**src/rtl/uls_pkg.sv**
```systemverilog
package uls_pkg;
  localparam int STAT_W   = 8;
  localparam int BIT_PE   = 2;
  localparam int BIT_FE   = 3;
  localparam int BIT_BRK  = 4;
  localparam int BIT_THRE = 5;
  localparam int NUM_ERR  = 3;

  typedef enum logic [1:0] {
    ERR_PE  = 2'd0,
    ERR_FE  = 2'd1,
    ERR_BRK = 2'd2
  } err_idx_e;

  typedef struct packed {
    logic brk;
    logic fe;
    logic pe;
  } err_evt_t;
endpackage

```
**src/rtl/uls_rst_sync.sv**
```systemverilog
module uls_rst_sync #(
  parameter int STAGES = 2
) (
  input  logic clk,
  input  logic rst_n,
  output logic rst_sync_n
);
  logic [STAGES-1:0] sync_q;
  logic [STAGES-1:0] sync_d;

  always_comb begin
    sync_d = {sync_q[STAGES-2:0], 1'b1};
  end

  always_ff @(posedge clk or negedge rst_n) begin
    if (!rst_n) sync_q <= '0;
    else        sync_q <= sync_d;
  end

  assign rst_sync_n = sync_q[STAGES-1];
endmodule

```
**src/rtl/uls_rx_check.sv**
```systemverilog
module uls_rx_check
  import uls_pkg::*;
#(
  parameter int DATA_W = 8,
  parameter int LEN_W  = 2
) (
  input  logic              cfg_par_en,
  input  logic              cfg_par_odd,
  input  logic              cfg_rx_inv,
  input  logic              cfg_force_fe,
  input  logic              cfg_force_pe,
  input  logic [LEN_W-1:0]  fr_len,
  input  logic [DATA_W-1:0] fr_data,
  input  logic              fr_par,
  input  logic              fr_stop,
  output err_evt_t          evt
);
  localparam int MIN_BITS = DATA_W - (1 << LEN_W) + 1;

  logic [DATA_W-1:0] log_data;
  logic [DATA_W-1:0] in_word;
  logic [DATA_W-1:0] counted;
  logic              log_par;
  logic              log_stop;
  logic              par_sum;
  logic              par_bad;
  logic [31:0]       word_bits;

  assign word_bits = {{(32-LEN_W){1'b0}}, fr_len} + 32'(MIN_BITS);

  genvar gi;
  generate
    for (gi = 0; gi < DATA_W; gi++) begin : g_word_mask
      assign in_word[gi] = (word_bits > 32'(gi));
    end
  endgenerate

  always_comb begin
    log_data = fr_data ^ {DATA_W{cfg_rx_inv}};
    log_par  = fr_par ^ cfg_rx_inv;
    log_stop = fr_stop ^ cfg_rx_inv;
    counted  = log_data & in_word;
    par_sum  = (^counted) ^ log_par;
    par_bad  = cfg_par_odd ? ~par_sum : par_sum;

    evt.pe  = cfg_par_en & (par_bad | cfg_force_pe);
    evt.fe  = ~log_stop | cfg_force_fe;
    evt.brk = ~log_stop & ~(|counted) & ~(cfg_par_en & log_par);
  end
endmodule

```
**src/rtl/uls_sticky_flag.sv**
```systemverilog
module uls_sticky_flag (
  input  logic clk,
  input  logic rst_n,
  input  logic set_i,
  input  logic clr_i,
  output logic q_o
);
  logic q_en;
  logic q_d;

  always_comb begin
    q_en = set_i | clr_i;
    q_d  = set_i;
  end

  always_ff @(posedge clk or negedge rst_n) begin
    if (!rst_n)    q_o <= 1'b0;
    else if (q_en) q_o <= q_d;
  end


  set_wins_chk: assert property (@(posedge clk) disable iff (!rst_n)
    set_i |=> q_o);


  clr_only_chk: assert property (@(posedge clk) disable iff (!rst_n)
    (clr_i && !set_i) |=> !q_o);


  hold_chk: assert property (@(posedge clk) disable iff (!rst_n)
    (!set_i && !clr_i) |=> $stable(q_o));
endmodule

```
**src/rtl/uls_tx_empty.sv**
```systemverilog
module uls_tx_empty (
  input  logic clk,
  input  logic rst_n,
  input  logic hold_wr,
  input  logic addr_wr,
  input  logic hold_busy,
  input  logic addr_busy,
  output logic empty_o
);
  logic any_wr;
  logic idle;
  logic e_en;
  logic e_d;

  always_comb begin
    any_wr = hold_wr | addr_wr;
    idle   = ~hold_busy & ~addr_busy;
    e_en   = any_wr | idle;
    e_d    = ~any_wr;
  end

  always_ff @(posedge clk or negedge rst_n) begin
    if (!rst_n)    empty_o <= 1'b1;
    else if (e_en) empty_o <= e_d;
  end


  wr_clears_chk: assert property (@(posedge clk) disable iff (!rst_n)
    (hold_wr || addr_wr) |=> !empty_o);


  busy_holds_chk: assert property (@(posedge clk) disable iff (!rst_n)
    (!empty_o && (hold_busy || addr_busy)) |=> !empty_o);
endmodule

```
**src/rtl/uart_line_status.sv**
```systemverilog
module uart_line_status
  import uls_pkg::*;
#(
  parameter int DATA_W = 8,
  parameter int LEN_W  = 2
) (
  input  logic              clk,
  input  logic              rst_n,
  input  logic              cfg_par_en,
  input  logic              cfg_par_odd,
  input  logic              cfg_rx_inv,
  input  logic              cfg_force_fe,
  input  logic              cfg_force_pe,
  input  logic [LEN_W-1:0]  fr_len,
  input  logic              fr_done,
  input  logic [DATA_W-1:0] fr_data,
  input  logic              fr_par,
  input  logic              fr_stop,
  input  logic              tx_hold_wr,
  input  logic              tx_addr_wr,
  input  logic              tx_hold_busy,
  input  logic              tx_addr_busy,
  input  logic              st_wr,
  input  logic [STAT_W-1:0] st_wdata,
  output logic [STAT_W-1:0] st_rdata
);
  localparam int ERR_POS [NUM_ERR] = '{BIT_PE, BIT_FE, BIT_BRK};

  logic               rst_int_n;
  err_evt_t           evt;
  logic [NUM_ERR-1:0] evt_vec;
  logic [NUM_ERR-1:0] flag_set;
  logic [NUM_ERR-1:0] flag_clr;
  logic [NUM_ERR-1:0] flag_q;
  logic               thre_q;
  logic               unused_wdata;

  uls_rst_sync #(.STAGES(2)) u_rst_sync (
    .clk        (clk),
    .rst_n      (rst_n),
    .rst_sync_n (rst_int_n)
  );

  uls_rx_check #(.DATA_W(DATA_W), .LEN_W(LEN_W)) u_rx_check (
    .cfg_par_en   (cfg_par_en),
    .cfg_par_odd  (cfg_par_odd),
    .cfg_rx_inv   (cfg_rx_inv),
    .cfg_force_fe (cfg_force_fe),
    .cfg_force_pe (cfg_force_pe),
    .fr_len       (fr_len),
    .fr_data      (fr_data),
    .fr_par       (fr_par),
    .fr_stop      (fr_stop),
    .evt          (evt)
  );

  always_comb begin
    evt_vec          = '0;
    evt_vec[ERR_PE]  = evt.pe;
    evt_vec[ERR_FE]  = evt.fe;
    evt_vec[ERR_BRK] = evt.brk;
  end

  genvar gf;
  generate
    for (gf = 0; gf < NUM_ERR; gf++) begin : g_flag
      assign flag_set[gf] = fr_done & evt_vec[gf];
      assign flag_clr[gf] = st_wr & st_wdata[ERR_POS[gf]];
      uls_sticky_flag u_flag (
        .clk   (clk),
        .rst_n (rst_int_n),
        .set_i (flag_set[gf]),
        .clr_i (flag_clr[gf]),
        .q_o   (flag_q[gf])
      );
    end
  endgenerate

  uls_tx_empty u_tx_empty (
    .clk       (clk),
    .rst_n     (rst_int_n),
    .hold_wr   (tx_hold_wr),
    .addr_wr   (tx_addr_wr),
    .hold_busy (tx_hold_busy),
    .addr_busy (tx_addr_busy),
    .empty_o   (thre_q)
  );

  assign unused_wdata = ^{st_wdata[STAT_W-1:BIT_BRK+1], st_wdata[BIT_PE-1:0]};

  always_comb begin
    st_rdata           = '0;
    st_rdata[BIT_PE]   = flag_q[ERR_PE];
    st_rdata[BIT_FE]   = flag_q[ERR_FE];
    st_rdata[BIT_BRK]  = flag_q[ERR_BRK];
    st_rdata[BIT_THRE] = thre_q;
  end


  par_off_chk: assert property (@(posedge clk) disable iff (!rst_int_n)
    (fr_done && !cfg_par_en && !flag_clr[ERR_PE]) |=> $stable(flag_q[ERR_PE]));


  brk_fe_chk: assert property (@(posedge clk) disable iff (!rst_int_n)
    $rose(flag_q[ERR_BRK]) |-> flag_q[ERR_FE]);


  no_strobe_chk: assert property (@(posedge clk) disable iff (!rst_int_n)
    (!fr_done && !st_wr) |=> $stable(flag_q));
endmodule

```
**config.mk**
```make
export PLATFORM = sky130hd
export DESIGN_NAME = uart_line_status
export DESIGN_NICKNAME = d
export VERILOG_FILES = /design/src/rtl/uls_pkg.sv /design/src/rtl/uls_rst_sync.sv /design/src/rtl/uls_rx_check.sv /design/src/rtl/uls_sticky_flag.sv /design/src/rtl/uls_tx_empty.sv /design/src/rtl/uart_line_status.sv
export SDC_FILE = /design/constraint.sdc
export NUM_CORES = 1
export LEC_CHECK = 0
export ABC_AREA = 1
export BUFFER_PORTS_ARGS = -buffer_cell sky130_fd_sc_hd__buf_4
export CAP_MARGIN = 20
export CORE_MARGIN = 5
export CORE_UTILIZATION = 35
export CTS_BUF_LIST = sky130_fd_sc_hd__clkbuf_8 sky130_fd_sc_hd__clkbuf_16
export DETAILED_ROUTE_END_ITERATION = 16
export GPL_TIMING_DRIVEN = 0
export PLACE_DENSITY = 0.67
export SYNTH_ARGS = -nofsm -noshare
export SYNTH_HDL_FRONTEND = slang
export SYNTH_HIERARCHICAL = 1
export SYNTH_SLANG_ARGS = --single-unit
```
**constraint.sdc**
```tcl
create_clock -name clk -period 1.1 [get_ports clk]
set_clock_uncertainty 0.2 [all_clocks]
set_input_delay 0.055 -clock clk [delete_from_list [all_inputs] [get_ports clk]]
set_output_delay 0.055 -clock clk [all_outputs]
set_load 0.02 [all_outputs]
```
# After elaboration in Yosys (flattened, before gate mapping)
# Cells that the tools add are included.
# totals
out_inout_bits	8
elab_cells	47
regBits	6
# classes
n_mux	1
reduce_logical	2
bitwise	30
add_sub_neg	1
n_lt_le_gt_ge	8
# ops
operator	n
> comparator 32 x 3 -> 1 bit, second input constant	4
> comparator 32 x 1 -> 1 bit, second input constant	2
> comparator 32 x 2 -> 1 bit, second input constant	2
bitwise AND 1 bit	11
bitwise AND 8 bit	1
OR reduction 8 bit	1
parity 8 bit	1
XOR 8 bit	1
NOT 1 bit	7
bitwise OR 1 bit	7
adder 2 x 3 -> 4 bit, second input constant	1
XOR 1 bit	3
two-way mux 1 bit	1

# Longest topological paths before layout
# Gate-level depths: netlist of the first run.
# depth
depth_word	11
ltp_mapped	18
ltp_nobuf	18

# Cells and area by module
# The synthesis of the first run kept the hierarchy.
# modules_own_cells
mod	cells_per_inst	n_inst	area_each_um2
uls_rx_check	62	1	320.3
uls_sticky_flag	5	3	40.0
uart_line_status	18	1	86.3
uls_rst_sync	3	1	53.8
uls_tx_empty	5	1	43.8

# Least setup slack after synthesis of the first run
# OpenSTA, ideal clock, no wires.
# synth_path
kind	input -> register
start	in cfg_rx_inv
end	reg g_flag[0].u_flag.q_o
path_stages	18
arrival_time_ps	1321
path_slack_ps	-538
setup_ps	117
cell_sequence	buf_4 -> xor2_1 -> nand2_1 -> ha_1 -> inv_1 -> nand2_1 -> nand2_1 -> nand2_1 -> nand2_1 -> inv_1 -> nand2_1 -> nand3_1 -> nand2_1 -> inv_1 -> nand2_1 -> inv_1 -> inv_1 -> nand2_1
# synth_rtl
element	line	source
start: declaration	uart_line_status.sv:11	input logic cfg_rx_inv,
end signal: assignment	uls_sticky_flag.sv:18	else if (q_en) q_o <= q_d;
end: declaration	uls_sticky_flag.sv:6	output logic q_o

==> flow_summary.toml, run 1 <==
[timing]
holdWs_ps = -131
fin_ws_ps = -305
hold_viol = 2
fin_tns_setup_ps = -326
setup_violations = 2
final-max-slew-violation-count = 0
post-route-min-period_ps = 1410
rsz0062_at_grt = "yes"
fin_crit_sh = 1.28
fmax_ghz = 0.712

[finish]
nNetsFinal = 189
n_antenna_cell = 0
fin_cells = 176
area_growth_pct = 78.8
drive_gt1_frac = 0.338
stdcell_area_um2 = 1120

[global_routing]
antenna_found_initial = 0
grt_max_degree = 15
globalRouteOverflowTotal = 0
grt_pass1_wl_um = 2460
grt_pass1_vias = 663
track_usage = 0.123

[synthesis]
yosysWarnings = 6
synth-compound-area-share = 0.0401
yosys.area_share.simple = 0.317
synthTopCellsByCount = "41 x nand2_1, 22 x inv_1, 6 x buf_4, 6 x xnor2_1, 5 x dfrtp_1"
synth-async-reset-ratio = 1.00
synth_top_cell_by_area = "nand2_1"
synth_top_area_share = 0.246
netlist_instances = 103
synth_fa_ha_area_frac = 0.0802
syn_avg_cell_area_um2 = 6.06
synth_top_family_by_area = "simple AND/OR/NAND/NOR gates"
netlist_area_um2 = 624
synth_area_leaders = "nand2_1 25%, dfrtp_1 20%, inv_1 13%, xnor2_1 8.4%, ha_1 8.0%"
synth.area.mux_share = 0
ys_seq_area_frac = 0.242
yosys_register_bits = 6
synth_xor_area_frac = 0.0982
synth.most_common_cell = "nand2_1"
synth_edf_count = 0
synth_cell_types = 17
synthFlopType = "dfrtp_1"

[power_and_ir_drop]
vdd_ir_drop_max_mv = 0.476
powerDensity_nw_per_um2 = 924
p_leak_nw = 0.663

[detailed_routing]
drtIter0Drc = 2
routedWlPerCell_um = 8.99
first_pass_iters = 4
ant_nets = 0
drcViolationCount = 0
via_per_inst = 3.93
routed_wl_um = 1580
vias = 692

[clock_network]
cts_buffers = 3
clock_sinks = 6
htreeDepth = 1
cts_hold_buffers = 9
clk_pin_slew_ps = 40
cts_tree = "yes"
clock_latency_ps = 220
cts_buffer_depth = 2
root_buffer = "clkbuf_8"

[placement]
portBuffers = 31
dp_hpwl_um = 1210
gp_congestion = 0.729
place_worst_setup_slack_ps = -772
dp.cells = 162
placed_cell_area_um2 = 916

[critical_path]
regToRegSetupSlack_ps = 120
critPathKind = "primary input to register"
cp_cell_sequence = "buf_12 > xor2_1 > nand2_1 > ha_4 > inv_2 > nand2_2 > nand2_1 > nand2_1 > nand2_2 > nand2_1 > nand3_1 > nand2_1 > inv_1 > nand2_1 > inv_1 > inv_1 > nand2_1"
cp-start-kind = "primary input"
cp.required_ps = 1020
critPathMaxStageDelay_ps = 290
cp_max_fo = 6
path_common_cell = "nand2_1"
end_kind = "register"
cp_slowest_cell = "ha_4"
critPathArrivalTime_ps = 1320

[status]
violations = "negative hold slack, negative setup slack"
status = "complete, but fails checks"

[hold_path]
worstHoldPathType = "primary input to register"

[floorplan]
io_pins = 41
initial_core_util = 0.366
rows = 15
core_um2 = 1710
die_area_um2 = 2730
fp.dieW_um = 52.2
die_h_um = 52.2

[run]
drv_cap = 0
## through the flow
step,utilization,power [W]
2_1_floorplan,-,0.000493
3_3_place_gp,0.536,0.000621
3_5_place_dp,0.536,0.000635
4_1_cts,0.619,0.00102
5_1_grt,0.653,0.00112
6_report,0.653,0.00103
## timing repair
item,in CTS,in global routing
buffers inserted,0,2
pin swaps,1,3
gates resized for setup,8,4
gates cloned,0,1
endpoints found under the setup margin,3,3
hold endpoints to repair,9,1
## where the power goes
group	total (W)	switching (W)	internal (W)	leakage [nW]
clock	0.000338	0.0000983	0.000240	0.0269
sequential	0.000249	0.00000881	0.000240	0.0702
combinational	0.000444	0.000212	0.000232	0.566
total	0.00103	0.000319	0.000713	0.663
## logic make-up (layout without fill, tap and decap cells)
family / Yosys count / count (layout)
adders and majority gates: 4 / 4
AOI/OAI and AO/OA: 5 / 5
and+or+nand+nor: 50 / 50
other: 2 / 5
buffers and inverters: 29 / 74
DFF: 6 / 6
xor gates and xnor gates: 7 / 7
## worst max-delay path: cells and delay by family
kind | cells | cell delay, ps
adders and majority gates | 1 | 290
and+or+nand+nor | 10 | 590
buffers and inverters | 5 | 250
xor gates and xnor gates | 1 | 120
## routing by layer
metal	wire [µm]	global-route usage	share of wire
met5	0	0	0
met2	918	0.255	0.58
met1	577	0.106	0.36
met3	86	0.0228	0.054
met4	0	0.0638	0
## area by class of cell
| class | instances | area, µm² |
|---|---|---|
| buffer | 4 | 30.0 |
| timing repair buffer | 43 | 383 |
| tap | 25 | 31.3 |
| clock buffer | 3 | 41.3 |
| multi-input combinational | 71 | 389 |
| sequential | 6 | 151 |
| fill | 169 | 592 |
| clock inverter | 1 | 3.75 |
| inverter | 23 | 86.3 |
## path summary, 6_finish.rpt
kind | from | to | depth (start not counted)
min in group asynchronous | u_rst_sync/sync_q[1]$_DFF_PN0_ | u_tx_empty/empty_o$_DFFE_PN1P_ | 0
max in group asynchronous | rst_n | u_rst_sync/sync_q[1]$_DFF_PN0_ | 3
max | cfg_rx_inv | g_flag[0].u_flag/q_o$_DFFE_PN0P_ | 17
min reg2reg | u_rst_sync/sync_q[1]$_DFF_PN0_ | u_tx_empty/empty_o$_DFFE_PN1P_ | 0
max reg2reg | u_rst_sync/sync_q[1]$_DFF_PN0_ | g_flag[1].u_flag/q_o$_DFFE_PN0P_ | 1
min | tx_hold_wr | u_tx_empty/empty_o$_DFFE_PN1P_ | 3
## placed cells by master (no fill, tap or decap)
| master | n |
|---|---|
| nand3_1 | 2 |
| a21oi_2 | 2 |
| nand2_1 | 39 |
| o21ai_2 | 1 |
| buf_12 | 1 |
| dfrtp_1 | 5 |
| xor2_1 | 1 |
| nand4_1 | 1 |
| or2_0 | 1 |
| conb_1 | 5 |
| buf_4 | 34 |
| xnor2_1 | 5 |
| dfstp_2 | 1 |
| dlygate4sd3_1 | 9 |
| ha_4 | 1 |
| clkbuf_8 | 3 |
| a21oi_1 | 1 |
| o21ai_1 | 1 |
| nand2_2 | 2 |
| inv_1 | 22 |
| clkbuf_16 | 1 |
| or2_1 | 1 |
| xnor2_2 | 1 |
| inv_2 | 2 |
| nor2_1 | 4 |
| buf_6 | 2 |
| ha_1 | 3 |
## sequential cells by signal, summed over array words and instances, names as in the netlist
signal              count
g_flag.u_flag/q_o       3
u_rst_sync/sync_q       2
u_tx_empty/empty_o      1
Note: power is estimated with default switching activity, not from simulation.
==> run 2: changes to the inputs <==
CELL_PAD_IN_SITES_DETAIL_PLACEMENT = 1   (was default)
CELL_PAD_IN_SITES_GLOBAL_PLACEMENT = 2   (was default)
CORE_UTILIZATION = 19   (was 35)
PLACE_DENSITY = 0.76   (was 0.67)
==> flow_summary.toml, run 2 (same netlist as run 1, synthesis figures left out) <==
[clock_network]
root_buffer = "clkbuf_8"
cts_buffer_depth = 2
clock_latency_ps = 220
cts_tree = "yes"
htreeDepth = 1
clock_sinks = 6
clk_pin_slew_ps = 40
cts_buffers = 3

[timing]
fin_ws_ps = -318
fin_crit_sh = 1.29
fin_tns_setup_ps = -337
holdWs_ps = -11.6
hold_viol = 1
rsz0062_at_grt = "yes"
post-route-min-period_ps = 1420
final-max-slew-violation-count = 0
fmax_ghz = 0.705
setup_violations = 2

[finish]
largest_reg_flops = 3
n_antenna_cell = 0
register_area_um2 = 151
final_cell_mix = "36 x nand2_1, 36 x buf_4, 19 x inv_1"
regMostFlops = "g_flag.u_flag/q_o"
nNetsFinal = 196
reg.largest.list = "g_flag.u_flag/q_o (3), u_rst_sync/sync_q (2), u_tx_empty/empty_o (1)"
num-fill-cells = 419
drive_gt1_frac = 0.405
multi_input_area_um2 = 418
area_growth_pct = 98.8

[detailed_routing]
ant_nets = 0
vias = 750
routedWlPerCell_um = 10.4
drtIter0Drc = 8
via_per_inst = 3.71
routed_wl_um = 2100
drcViolationCount = 0
first_pass_iters = 3

[placement]
gp_congestion = 0.643
place_worst_setup_slack_ps = -808
dp_hpwl_um = 1510
portBuffers = 31

[critical_path]
cp_cell_sequence = "buf_12 > xor2_1 > nand2_1 > ha_4 > inv_2 > nand2_2 > nand2_1 > nand2_1 > nand2_2 > nand2_1 > nand3_1 > nand2_1 > inv_1 > nand2_1 > inv_1 > inv_1 > nand2_1"
regToRegStartpoint = "u_tx_empty/empty_o$_DFFE_PN1P_"
critPathMaxStageDelay_ps = 290
cp-start-kind = "primary input"
cp.required_ps = 1020
critPathCapture = "g_flag[0].u_flag/q_o$_DFFE_PN0P_"
worstSetupStartpoint = "cfg_rx_inv"
r2r_end = "u_tx_empty/empty_o$_DFFE_PN1P_"
cp_max_fo = 6
critPathKind = "primary input to register"
reg2reg_depth = 3
cp_slowest_cell = "ha_4"
path_buf_inv = 5
end_kind = "register"
cpLargestDelayFamily = "simple AND/OR/NAND/NOR gates"
path_common_cell = "nand2_1"
regToRegSetupSlack_ps = 50
critical_path_depth = 17
critPathArrivalTime_ps = 1330

[floorplan]
core_um2 = 3100
initial_core_util = 0.201
die_area_um2 = 4530
fp.dieW_um = 67.3
die_h_um = 67.3
rows = 20
io_pins = 41

[hold_path]
worstHoldPathType = "primary input to register"

[run]
drv_cap = 0

[power_and_ir_drop]
powerDensity_nw_per_um2 = 875
p_leak_nw = 0.717
vdd_ir_drop_max_mv = 0.275

[status]
violations = "negative hold slack, negative setup slack"
status = "complete, but fails checks"

[global_routing]
grt_pass1_vias = 835
antenna_found_initial = 0
globalRouteOverflowTotal = 0
grt_max_degree = 7
grt_pass1_wl_um = 3330
track_usage = 0.0981
## run 2: worst min-delay path: cells and delay by family
family | cells | cell delay (ps)
buf+inv | 3 | 150
simple gates | 3 | 180
## run 2: repair_timing
action,CTS,global route
setup buffers,3,1
gates cloned,1,0
pin swaps,19,17
hold buffers,14,0
gates resized for setup,13,14
endpoints found under the setup margin,3,4
hold endpoints to repair,9,0
## run 2: how the worst min path moves through the flow
stage	from	to	slack (ps)	depth (start not counted)
floorplan	rst_n	u_rst_sync/sync_q[0]$_DFF_PN0_	-440	0
global placement	rst_n	u_rst_sync/sync_q[1]$_DFF_PN0_	-360	1
detailed placement	rst_n	u_rst_sync/sync_q[1]$_DFF_PN0_	-360	1
CTS	cfg_force_fe	g_flag[1].u_flag/q_o$_DFFE_PN0P_	-10	6
global route	cfg_force_fe	g_flag[1].u_flag/q_o$_DFFE_PN0P_	30	6
finish	cfg_force_fe	g_flag[1].u_flag/q_o$_DFFE_PN0P_	-10	6
## run 2: stage by stage
step	total power [W]	instance area [µm²]	std cells	utilization
6_report	0.00109	1240	202	0.400
4_1_cts	0.00107	1190	201	0.384
3_5_place_dp	0.000645	940	181	0.303
5_1_grt	0.00118	1240	202	0.400
2_1_floorplan	0.000493	652	106	-
3_3_place_gp	0.000631	940	181	0.303
## run 2: report_power, final
part	total (W)	leakage [nW]	internal [W]	switching, W
clock network	0.000337	0.0269	0.000240	0.0000971
registers	0.000250	0.0702	0.000240	0.00000927
logic	0.000500	0.620	0.000263	0.000237
## run 2: per-layer routing
layer  up-vias  global-route usage  wire length [µm]
met5         -                   0                 0
met4         0              0.0380                 3
met3         2              0.0250               125
met2        23               0.198              1150
met1       328              0.0927               827
li1        397                   -                 -
## run 2: cell type report
type                            count  area share
Timing Repair Buffer               50       0.367
Multi-Input combinational cell     71       0.337
Sequential cell                     6       0.122
Inverter                           23      0.0696
Tap cell                           44      0.0444
Clock buffer                        3      0.0333
Buffer                              4      0.0242
Clock inverter                      1     0.00302
==> run 3: changes to the inputs <==
==> constraint.sdc (replaced) <==
create_clock -name clk -period 1.1 [get_ports clk]
set_clock_uncertainty 0.2 [all_clocks]
set_input_delay 0 -clock clk [delete_from_list [all_inputs] [get_ports clk]]
set_output_delay 0 -clock clk [all_outputs]
set_load 0.02 [all_outputs]
==> flow_summary.toml, run 3 (same netlist as run 1, synthesis figures left out) <==
[status]
status = "complete, but fails checks"
violations = "negative hold slack, negative setup slack"

[timing]
holdWs_ps = -66.5
post-route-min-period_ps = 1360
fin_crit_sh = 1.24
hold_viol = 1
final-max-slew-violation-count = 0
setup_violations = 1
fmax_ghz = 0.733
rsz0062_at_grt = "yes"
fin_ws_ps = -264

[finish]
drive_gt1_frac = 0.395
multi_input_area_um2 = 415
fin_cells = 201
regMostFlops = "g_flag.u_flag/q_o"
nNetsFinal = 195
final_cell_mix = "36 x nand2_1, 35 x buf_4, 19 x inv_1"
layout.cells.most_common = "nand2_1"
largest_reg_flops = 3
num-fill-cells = 415
n_antenna_cell = 0
reg.largest.list = "g_flag.u_flag/q_o (3), u_rst_sync/sync_q (2), u_tx_empty/empty_o (1)"
register_area_um2 = 151
area_growth_pct = 96.8

[clock_network]
clock_sinks = 6
cts_buffers = 3
cts_tree = "yes"
cts_hold_buffers = 14
clock_latency_ps = 220
clk_pin_slew_ps = 40
cts_buffer_depth = 2
root_buffer = "clkbuf_8"
htreeDepth = 1

[power_and_ir_drop]
powerDensity_nw_per_um2 = 879
vdd_ir_drop_max_mv = 0.275
finalPower_w = 0.00108
p_leak_nw = 0.703

[critical_path]
cp-start-kind = "primary input"
cp_slowest_cell = "ha_4"
critPathMaxStageDelay_ps = 290
cpLargestDelayFamily = "simple AND/OR/NAND/NOR gates"
path_common_cell = "nand2_1"
critPathKind = "primary input to register"
end_kind = "register"
critPathArrivalTime_ps = 1280
path_buf_inv = 5
cp_max_fo = 6
cp.required_ps = 1020
cp_cell_sequence = "buf_12 > xor2_1 > nand2_1 > ha_4 > inv_2 > nand2_2 > nand2_1 > nand2_1 > nand2_2 > nand2_1 > nand3_1 > nand2_1 > inv_1 > nand2_1 > inv_1 > inv_1 > nand2_1"

[floorplan]
initial_core_util = 0.201
rows = 20
core_um2 = 3100
die_h_um = 67.3
fp.dieW_um = 67.3
die_area_um2 = 4530
io_pins = 41

[global_routing]
grt_pass1_wl_um = 3360
track_usage = 0.0988
grt_max_degree = 7
antenna_found_initial = 0
globalRouteOverflowTotal = 0
grt_pass1_vias = 839

[detailed_routing]
drcViolationCount = 0
drtIter0Drc = 14
ant_nets = 0
routedWlPerCell_um = 10.2
vias = 753
first_pass_iters = 2
routed_wl_um = 2060
via_per_inst = 3.75

[placement]
dp_hpwl_um = 1510
portBuffers = 31
gp_congestion = 0.643
dp.cells = 181

[run]
drv_cap = 0

[hold_path]
worstHoldPathType = "primary input to register"
run 3: cell count changes in the layout (fill, tap and decap cells not counted), sizes merged:
cell          change
dlygate4sd3       +1
dlymetal6s4s      -1
buf               -1
run 3: worst paths after layout:
check	start	end	slack, ps	cells past startpoint
min in group asynchronous	u_rst_sync/sync_q[1]$_DFF_PN0_	g_flag[0].u_flag/q_o$_DFFE_PN0P_	400	1
max reg2reg	u_tx_empty/empty_o$_DFFE_PN1P_	u_tx_empty/empty_o$_DFFE_PN1P_	130	2
max in group asynchronous	rst_n	u_rst_sync/sync_q[1]$_DFF_PN0_	110	3
min	cfg_force_fe	g_flag[1].u_flag/q_o$_DFFE_PN0P_	-70	6
max	cfg_rx_inv	g_flag[0].u_flag/q_o$_DFFE_PN0P_	-260	17
min reg2reg	u_rst_sync/sync_q[0]$_DFF_PN0_	u_rst_sync/sync_q[1]$_DFF_PN0_	150	0
run 3: area by class of cell:
| cell class | count | share of cell area |
|---|---|---|
| flip-flops and latches | 6 | 0.123 |
| clock buffers | 3 | 0.0336 |
| plain buffers | 4 | 0.0244 |
| multi-input cells | 71 | 0.338 |
| repair buffers | 49 | 0.363 |
| clock inverters | 1 | 0.00305 |
| well taps | 44 | 0.0448 |
| inverters | 23 | 0.0703 |
run 3: stage by stage:
step	TNS, ps	instance area, µm²	setup slack [ps]	util
6_report	-264	1230	-264	0.396
2_1_floorplan	-434	652	-406	-
5_1_grt	-460	1230	-417	0.396
3_3_place_gp	-987	940	-708	0.303
4_1_cts	-321	1190	-321	0.384
3_5_place_dp	-1070	940	-753	0.303
run 3: timing repair:
item / CTS / global route
endpoints found under the hold margin: 9 / 1
endpoints found under the setup margin: 3 / 4
buffers inserted: 3 / 0
gates resized for setup: 13 / 12
gates cloned: 1 / 0
pin swaps: 17 / 17
run 3: where the power goes:
| group | switching [W] | internal, W |
|---|---|---|
| Clock | 0.0000967 | 0.000240 |
| Combinational | 0.000234 | 0.000260 |
| Sequential | 0.00000845 | 0.000240 |
run 3: worst register-to-register path: stages, from the launching register on:
cell	delay, ps
dfstp_2	540
nor2_1	50
nor2_1	110
run 3: metal layers:
layer	global-route usage	wire (µm)
met1	0.0947	800
met2	0.198	1130
met3	0.0250	124
met4	0.0380	3
met5	0	0
